--- config.mk ---
export PLATFORM = sky130hd
export DESIGN_NAME = junction_sequencer
export DESIGN_NICKNAME = d
export VERILOG_FILES = /design/src/rtl/jseq_pkg.sv /design/src/rtl/jseq_dwell.sv /design/src/rtl/jseq_lamp_decode.sv /design/src/rtl/junction_sequencer.sv
export SDC_FILE = /design/constraint.sdc
export NUM_CORES = 1
export LEC_CHECK = 0
export ABC_AREA = 1
export BUFFER_PORTS_ARGS = -buffer_cell sky130_fd_sc_hd__buf_4
export CAP_MARGIN = 10
export CORE_ASPECT_RATIO = 0.75
export CORE_MARGIN = 2
export CORE_UTILIZATION = 55
export CTS_CLUSTER_DIAMETER = 60
export DETAILED_ROUTE_END_ITERATION = 10
export GPL_TIMING_DRIVEN = 0
export PLACE_DENSITY = 0.89
export REMOVE_ABC_BUFFERS = 1
export SETUP_SLACK_MARGIN = 0.05
export SLEW_MARGIN = 30
export SYNTH_ARGS = -nofsm -noshare
export SYNTH_HDL_FRONTEND = slang
export SYNTH_SLANG_ARGS = --single-unit
--- constraint.sdc ---
create_clock -name clk_i -period 2.27 [get_ports clk_i]
set_clock_uncertainty 0.05 [all_clocks]
set_input_delay 0.1135 -clock clk_i [delete_from_list [all_inputs] [get_ports clk_i]]
set_output_delay 0.1135 -clock clk_i [all_outputs]
set_load 0.02 [all_outputs]
--- src/rtl/jseq_pkg.sv ---
package jseq_pkg;
    localparam int ROADS = 4;
    localparam int DIR_W = 2;

    typedef enum logic [1:0] {
        STEP_GREEN = 2'd0,
        STEP_OUT   = 2'd1,
        STEP_IN    = 2'd2
    } step_e;

    typedef enum logic {
        MODE_DAY   = 1'b0,
        MODE_NIGHT = 1'b1
    } mode_e;

    typedef struct packed {
        logic [ROADS-1:0] red;
        logic [ROADS-1:0] yel;
        logic [ROADS-1:0] grn;
        logic [ROADS-1:0] walk;
    } lamps_t;
endpackage

--- src/rtl/jseq_dwell.sv ---
module jseq_dwell
    import jseq_pkg::*;
#(
    parameter int CNT_W                = 8,
    parameter int GREEN_TICKS [ROADS]  = '{4, 2, 3, 2},
    parameter int YEL_TICKS            = 2
) (
    input  step_e             step_i,
    input  logic [DIR_W-1:0]  dir_i,
    input  logic [CNT_W-1:0]  cnt_i,
    output logic              last_o
);
    localparam logic [CNT_W-1:0] YEL_M1 = CNT_W'(YEL_TICKS - 1);

    logic [CNT_W-1:0] green_m1 [ROADS];
    logic [CNT_W-1:0] limit;

    for (genvar g = 0; g < ROADS; g++) begin : g_len
        assign green_m1[g] = CNT_W'(GREEN_TICKS[g] - 1);
    end

    always_comb begin
        if (step_i == STEP_GREEN) limit = green_m1[dir_i];
        else                      limit = YEL_M1;
    end

    assign last_o = (cnt_i == limit);
endmodule

--- src/rtl/jseq_lamp_decode.sv ---
module jseq_lamp_decode
    import jseq_pkg::*;
(
    input  mode_e             mode_i,
    input  step_e             step_i,
    input  logic [DIR_W-1:0]  dir_i,
    input  logic              flash_i,
    output lamps_t            lamps_o
);
    logic [DIR_W-1:0] dir_nxt;
    assign dir_nxt = dir_i + DIR_W'(1);

    for (genvar k = 0; k < ROADS; k++) begin : g_road
        localparam logic [DIR_W-1:0] K = DIR_W'(k);
        always_comb begin
            lamps_o.red[k]  = 1'b0;
            lamps_o.yel[k]  = 1'b0;
            lamps_o.grn[k]  = 1'b0;
            lamps_o.walk[k] = 1'b0;
            if (mode_i == MODE_NIGHT) begin
                lamps_o.yel[k] = flash_i;
            end else begin
                case (step_i)
                    STEP_GREEN: begin
                        lamps_o.grn[k] = (dir_i == K);
                        lamps_o.red[k] = (dir_i != K);
                    end
                    STEP_OUT: begin
                        lamps_o.yel[k] = (dir_i == K);
                        lamps_o.red[k] = (dir_i != K);
                    end
                    STEP_IN: begin
                        lamps_o.yel[k]  = (dir_nxt == K);
                        lamps_o.walk[k] = (dir_nxt == K);
                        lamps_o.red[k]  = (dir_nxt != K);
                    end
                    default: lamps_o.red[k] = 1'b1;
                endcase
            end
        end
    end
endmodule

--- src/rtl/junction_sequencer.sv ---
module junction_sequencer
    import jseq_pkg::*;
#(
    parameter int CNT_W               = 8,
    parameter int GREEN_TICKS [ROADS] = '{4, 2, 3, 2},
    parameter int YEL_TICKS           = 2
) (
    input  logic             clk_i,
    input  logic             rst_i,
    input  logic             night_i,
    input  logic             tick_i,
    output logic [ROADS-1:0] red_o,
    output logic [ROADS-1:0] yel_o,
    output logic [ROADS-1:0] grn_o,
    output logic [ROADS-1:0] walk_o
);
    typedef struct packed {
        mode_e            mode;
        step_e            step;
        logic [DIR_W-1:0] dir;
        logic [CNT_W-1:0] cnt;
        logic             flash;
    } st_t;

    localparam st_t ST_S0 = '{
        mode:  MODE_DAY,
        step:  STEP_GREEN,
        dir:   '0,
        cnt:   '0,
        flash: 1'b0
    };

    st_t    st_d, st_q;
    logic   last;
    lamps_t lamps;

    jseq_dwell #(
        .CNT_W       (CNT_W),
        .GREEN_TICKS (GREEN_TICKS),
        .YEL_TICKS   (YEL_TICKS)
    ) u_dwell (
        .step_i (st_q.step),
        .dir_i  (st_q.dir),
        .cnt_i  (st_q.cnt),
        .last_o (last)
    );

    always_comb begin
        st_d = st_q;
        if (night_i) begin
            if (st_q.mode == MODE_DAY) begin
                st_d.mode  = MODE_NIGHT;
                st_d.flash = 1'b0;
            end else if (tick_i) begin
                st_d.flash = ~st_q.flash;
            end
        end else if (st_q.mode == MODE_NIGHT) begin
            st_d = ST_S0;
        end else if (tick_i) begin
            if (last) begin
                st_d.cnt = '0;
                case (st_q.step)
                    STEP_GREEN: st_d.step = STEP_OUT;
                    STEP_OUT:   st_d.step = STEP_IN;
                    default: begin
                        st_d.step = STEP_GREEN;
                        st_d.dir  = st_q.dir + DIR_W'(1);
                    end
                endcase
            end else begin
                st_d.cnt = st_q.cnt + CNT_W'(1);
            end
        end
    end

    always_ff @(posedge clk_i) begin
        if (rst_i) st_q <= ST_S0;
        else       st_q <= st_d;
    end

    jseq_lamp_decode u_decode (
        .mode_i  (st_q.mode),
        .step_i  (st_q.step),
        .dir_i   (st_q.dir),
        .flash_i (st_q.flash),
        .lamps_o (lamps)
    );

    assign red_o  = lamps.red;
    assign yel_o  = lamps.yel;
    assign grn_o  = lamps.grn;
    assign walk_o = lamps.walk;
endmodule

======== Word-level counts from Yosys, hierarchy flattened ========
Index checks and enable logic that the tools add are counted.
word-level totals
  register bits ........................... 14
  output and inout port bits .............. 16
  input port bits ......................... 4
  logic and storage cells ................. 88
operators by class
  bitwise logic cells ..................... 3
  magnitude comparators ................... 1
  reduce and logical (&&, ||, !) cells .... 13
  add/sub/neg operators ................... 2
  multiplexer cells ....................... 47
  equal/unequal tests ..................... 17
operator list
  operator                                                   number
  two-way mux 8 bit                                          4
  two-way mux 1 bit                                          29
  two-way mux 12 bit                                         2
  binary-select mux 8 bit (select 2 bit)                     1
  one-hot mux 1 bit (2 select lines)                         8
  == test 2 bit (second input constant)                      5
  nonzero test 2 bit                                         5
  adder 8 x 1 -> 8 bit (second input constant)               1
  == test 8 bit                                              1
  != test 2 bit (second input constant)                      4
  == test 2 x 1 -> 1 bit (second input constant)             3
  zero test 2 bit                                            3
  != test 2 x 1 -> 1 bit (second input constant)             3
  two-way mux 4 bit                                          1
  one-hot mux 2 bit (2 select lines)                         1
  AND reduction 2 bit                                        2
  AND reduction 4 bit                                        1
  greater-or-equal comparator 3 bit (second input constant)  1
  != test 3 bit (second input constant)                      1
  NOT 2 -> 3 bit                                             1
  AND reduction 3 bit                                        1
  adder 2 x 1 -> 2 bit (second input constant)               1
  two-way mux 2 bit                                          1
  NOT 1 bit                                                  2
  OR reduction 2 bit                                         1

======== Depth between registers and ports, before layout ========
  word-level depth ........................ 9
  mapped depth ............................ 12

======== Hierarchy ========
A second synthesis with hierarchy kept.
unflattened totals
  cell total of the unflattened synthesis .. 188
  area, all modules ....................... 1184.9 um^2
by module, submodules not included
  module              area an instance (um^2)  times used  cells an instance  seq. area each (um^2)
  junction_sequencer  704.4                    1           97                 280.3
  jseq_lamp_decode    402.9                    1           74                 0.0
  jseq_dwell          77.6                     1           17                 0.0

======== Worst setup path before layout ========
Ideal clock, no wire load.
  path kind ............................... reg-to-output
  start ................................... register st_q[9] (netlist name)
  end ..................................... output port red_o[2]
  stages on the path, launching flop included .. 6
  path slack .............................. 666 ps
  data required time ...................... 2106 ps
  data arrival time ....................... 1440 ps
  cell sequence ........................... dfxtp_1 inv_1 ha_1 nand2_1 o21ai_0 a31oi_1
between the ends
  cells in the longest elaborated chain, start to end .. 4
  elaborated cells between the ends (all ways) .. 5
RTL lines
  item                                  RTL line                  RTL
  start, declared                       junction_sequencer.sv:33  st_t st_d, st_q;
  start signal, assigned                junction_sequencer.sv:78  else st_q <= st_d;
  adder 2 x 1 -> 2 bit                  jseq_lamp_decode.sv:11    assign dir_nxt = dir_i + DIR_W'(1);
  != test 2 bit                         jseq_lamp_decode.sv:35    lamps_o.red[k] = (dir_nxt != K);
  one-hot mux 1 bit (2 select lines) *  jseq_lamp_decode.sv:23    case (step_i)
  two-way mux 1 bit *                   jseq_lamp_decode.sv:20    if (mode_i == MODE_NIGHT) begin
  end, declared                         junction_sequencer.sv:12  output logic [ROADS-1:0] red_o,
Every way passes the cells marked *; elsewhere a longest branch is shown, timed or not.

======== Worst setup path in the final report ========
  start ................................... register st_q[11] (netlist name)
  end ..................................... output port red_o[0]
between the ends
  cells in the longest elaborated chain, start to end .. 4
  elaborated cells between the ends (all ways) .. 6
RTL lines
  item                                                       RTL line
  == test 2 x 1 -> 1 bit or zero test 2 bit (tied branches)  jseq_lamp_decode.sv:23
  OR reduction 2 bit (no line)                               --
  one-hot mux 1 bit (2 select lines) *                       jseq_lamp_decode.sv:23
  two-way mux 1 bit *                                        jseq_lamp_decode.sv:20
Marks and branches as above.

==> flow_summary.toml <==
[run_status]
outcome = "finished clean"

[cts]
root_buffer = "clkbuf_4"
clkSlewWorstSetupHoldPaths_ns = 0.09
cts_tree = "done"
clockBufferDepth = 2
cts_buffers = 3
cts_max_level = 1
cts_sinks = 14
clk_latency_ns = 0.28

[finish]
nNetsFinal = 202
area_delta_synth_final_pct = 19.4
regMostFlops = "st_q"
fillers = 145
antenna_cells = 0
final_common_cell = "nand2_1"
mostFrequentLayoutCells = "nand2_1, inv_1, nor2_1, buf_4"
largest_reg_flops = 14
largestRegisters = "st_q x14"
drive_above_1_share = 0.179

[timing]
period_share = 0.885
whs_ns = 0.00575
worstMarginPinSlew_ns = 0.500
period_minus_slack_ns = 2.01
final-setup-viol-count = 0
rsz0062_at_grt = "no"
slew_violations = 0
fmax_ghz = 0.498
totalNegativeSetupSlack_ns = 0
hold_violations = 0
slew_headroom = 0.663

[drt]
route.met3.wl_um = 133
viasPerCell = 5.46
wl_per_cell_um = 12.4
postRouteAntennaNets = 0
top_layer_used = "met3"
via_count = 1124
drcViolationCount = 0
wl_met1_um = 1170
dr.pass1.iters = 4
dr_wl_met2_um = 1250
routed_wl_um = 2550
initialDrtViolationCount = 24

[synth]
synth-seq-cells = 14
yosysSeqAreaShare = 0.260
synth_edf_count = 0
synth_cell_types = 25
syn_area_um2 = 1080
synth_warnings = 0
synth-async-reset-ratio = 0
synth.avg_cell_area_um2 = 6.67
syn_inst = 162
synthFlopType = "dfxtp_1"

[hold_path]
worstHoldStart = "tick_i"
holdPathStages = 2
holdPathEnd = "st_q[0]$_SDFFE_PP0P_"
hold_class = "primary input to flop"

[floorplanning]
fp.dieArea_um2 = 2340
die_h_um = 42.4
rows = 13
coreArea_um2 = 1790
fp.dieW_um = 55.2
initial_utilization = 0.603
num_io_pins = 20

[critical_path]
slowest_stage = "o21ai_0"
crit_buf_inv = 2
end_kind = "output pin"
slowest_delay_ns = 0.45
cp_top_family = "compound AO/OA/AOI/OAI gates"
r2r_slack_ns = 0.41
arrival_ns = 1.85
cp.depth = 5
start_kind = "flop"
crit_fanout = 5
required_ns = 2.11
worstReg2RegEnd = "st_q[7]$_SDFFE_PP0P_"
r2r-start = "st_q[9]$_SDFFE_PP0P_"
cp_cell_sequence = "inv_1, ha_1, o21ai_0, o22ai_1, buf_4"
critical_path_class = "flop to output pin"
rr_worst_depth = 11

[power]
vdd_ir_drop_max_mv = 0.377
pwr-share-clk = 0.326
seqPwrFrac = 0.481
p_int_mw = 0.387
powerDensity_nw_per_um2 = 422
p_sw_frac = 0.290
power_frac_comb = 0.192
p_sw_mw = 0.158
p_leak_nw = 0.628

[place]
port_buffers = 19
routabilityCongestion = 0.913
dpl.hpwl_um = 2030

[grt]
global_route.overflow_total = 0
grt_pass1_vias = 1000
grt_pass1_wl_um = 4240
grt_max_degree = 16
antenna_found_initial = 0
grt_usage = 0.239

[run]
drv_cap = 0
power groups by stage:
| stage | Clock [mW] | Combinational [mW] | Sequential (mW) |
|---|---|---|---|
| 4_1_cts | 0.182 | 0.104 | 0.261 |
| 5_1_grt | 0.191 | 0.116 | 0.263 |
| 2_1_floorplan | 0 | 0.0702 | 0.264 |
| 3_3_place_gp | 0 | 0.0979 | 0.266 |
| 6_report | 0.178 | 0.105 | 0.262 |
| 3_5_place_dp | 0 | 0.102 | 0.267 |
per-layer routing:
| layer | up-vias | GRT usage |
|---|---|---|
| met2 | 26 | 0.395 |
| met4 | 0 | 0.00976 |
| li1 | 568 | - |
| met5 | - | 0 |
| met1 | 530 | 0.325 |
| met3 | 0 | 0.0643 |
repair_timing:
item	in CTS	in global routing
setup endpoints to repair	0	1
gates resized for setup	0	1
buffers inserted	0	0
endpoints found under the hold margin	2	0
hold buffers	1	0
how the worst max path moves through the flow:
stage,startpoint,to
after floorplan,st_q[9]$_SDFFE_PP0P_,red_o[2]
after global placement,st_q[9]$_SDFFE_PP0P_,st_q[5]$_SDFFE_PP0P_
after detailed placement,st_q[9]$_SDFFE_PP0P_,st_q[5]$_SDFFE_PP0P_
after CTS,st_q[13]$_SDFF_PP0_,red_o[0]
after global routing,st_q[11]$_SDFFE_PP0P_,red_o[0]
final,st_q[11]$_SDFFE_PP0P_,red_o[0]
through the flow:
step / power, mW / cells / worst slack (ns) / cell area [um2] / utilization
after floorplan: 0.334 / 160 / 0.666 / 1070 / -
after global placement: 0.364 / 201 / 0.533 / 1240 / 0.694
after detailed placement: 0.370 / 201 / 0.439 / 1240 / 0.694
after CTS: 0.548 / 206 / 0.171 / 1290 / 0.720
after global routing: 0.571 / 206 / 0.131 / 1290 / 0.720
final: 0.544 / 206 / 0.261 / 1290 / 0.720
kinds of logic after synthesis:
family          Yosys count  synth area share
simple gates             80             0.331
buf+inv                  29             0.104
compound gates           22             0.122
flops                    14             0.260
fa+ha+maj                13             0.151
xor+xnor                  4            0.0325
layout make-up:
class                   instances  area [um2]  area share
repair buffers                 20         153       0.118
multi-input cells             119         687       0.533
well taps                      22        27.5      0.0214
flip-flops and latches         14         282       0.218
clock buffers                   4        36.3      0.0282
inverters                      27         104      0.0806
worst register-to-register path, stage by stage, from the launching register on:
cell	delay, ns
dfxtp_1	0.47
inv_1	0.17
ha_1	0.27
nand2_1	0.13
nand2_1	0.06
nand2_1	0.05
nand2_1	0.05
nand2_2	0.11
nand2_2	0.10
nand2_2	0.11
nand2_2	0.09
nor3_1	0.13
synth_stat cells, types with 2 or more instances:
cell     instances  area share
a21oi_1          7       0.032
a31oi_1          2       0.012
dfxtp_1         14        0.26
ha_1            13        0.15
inv_1           26       0.090
nand2_1         31        0.11
nand2_2          5       0.029
nand3_1         10       0.046
nand4_1          3       0.017
nor2_1          21       0.073
nor3_1           7       0.032
o21ai_0          5       0.023
o22ai_1          4       0.023
xnor2_1          2       0.016
xor2_1           2       0.016
Note: power is estimated with default switching activity, not from simulation.
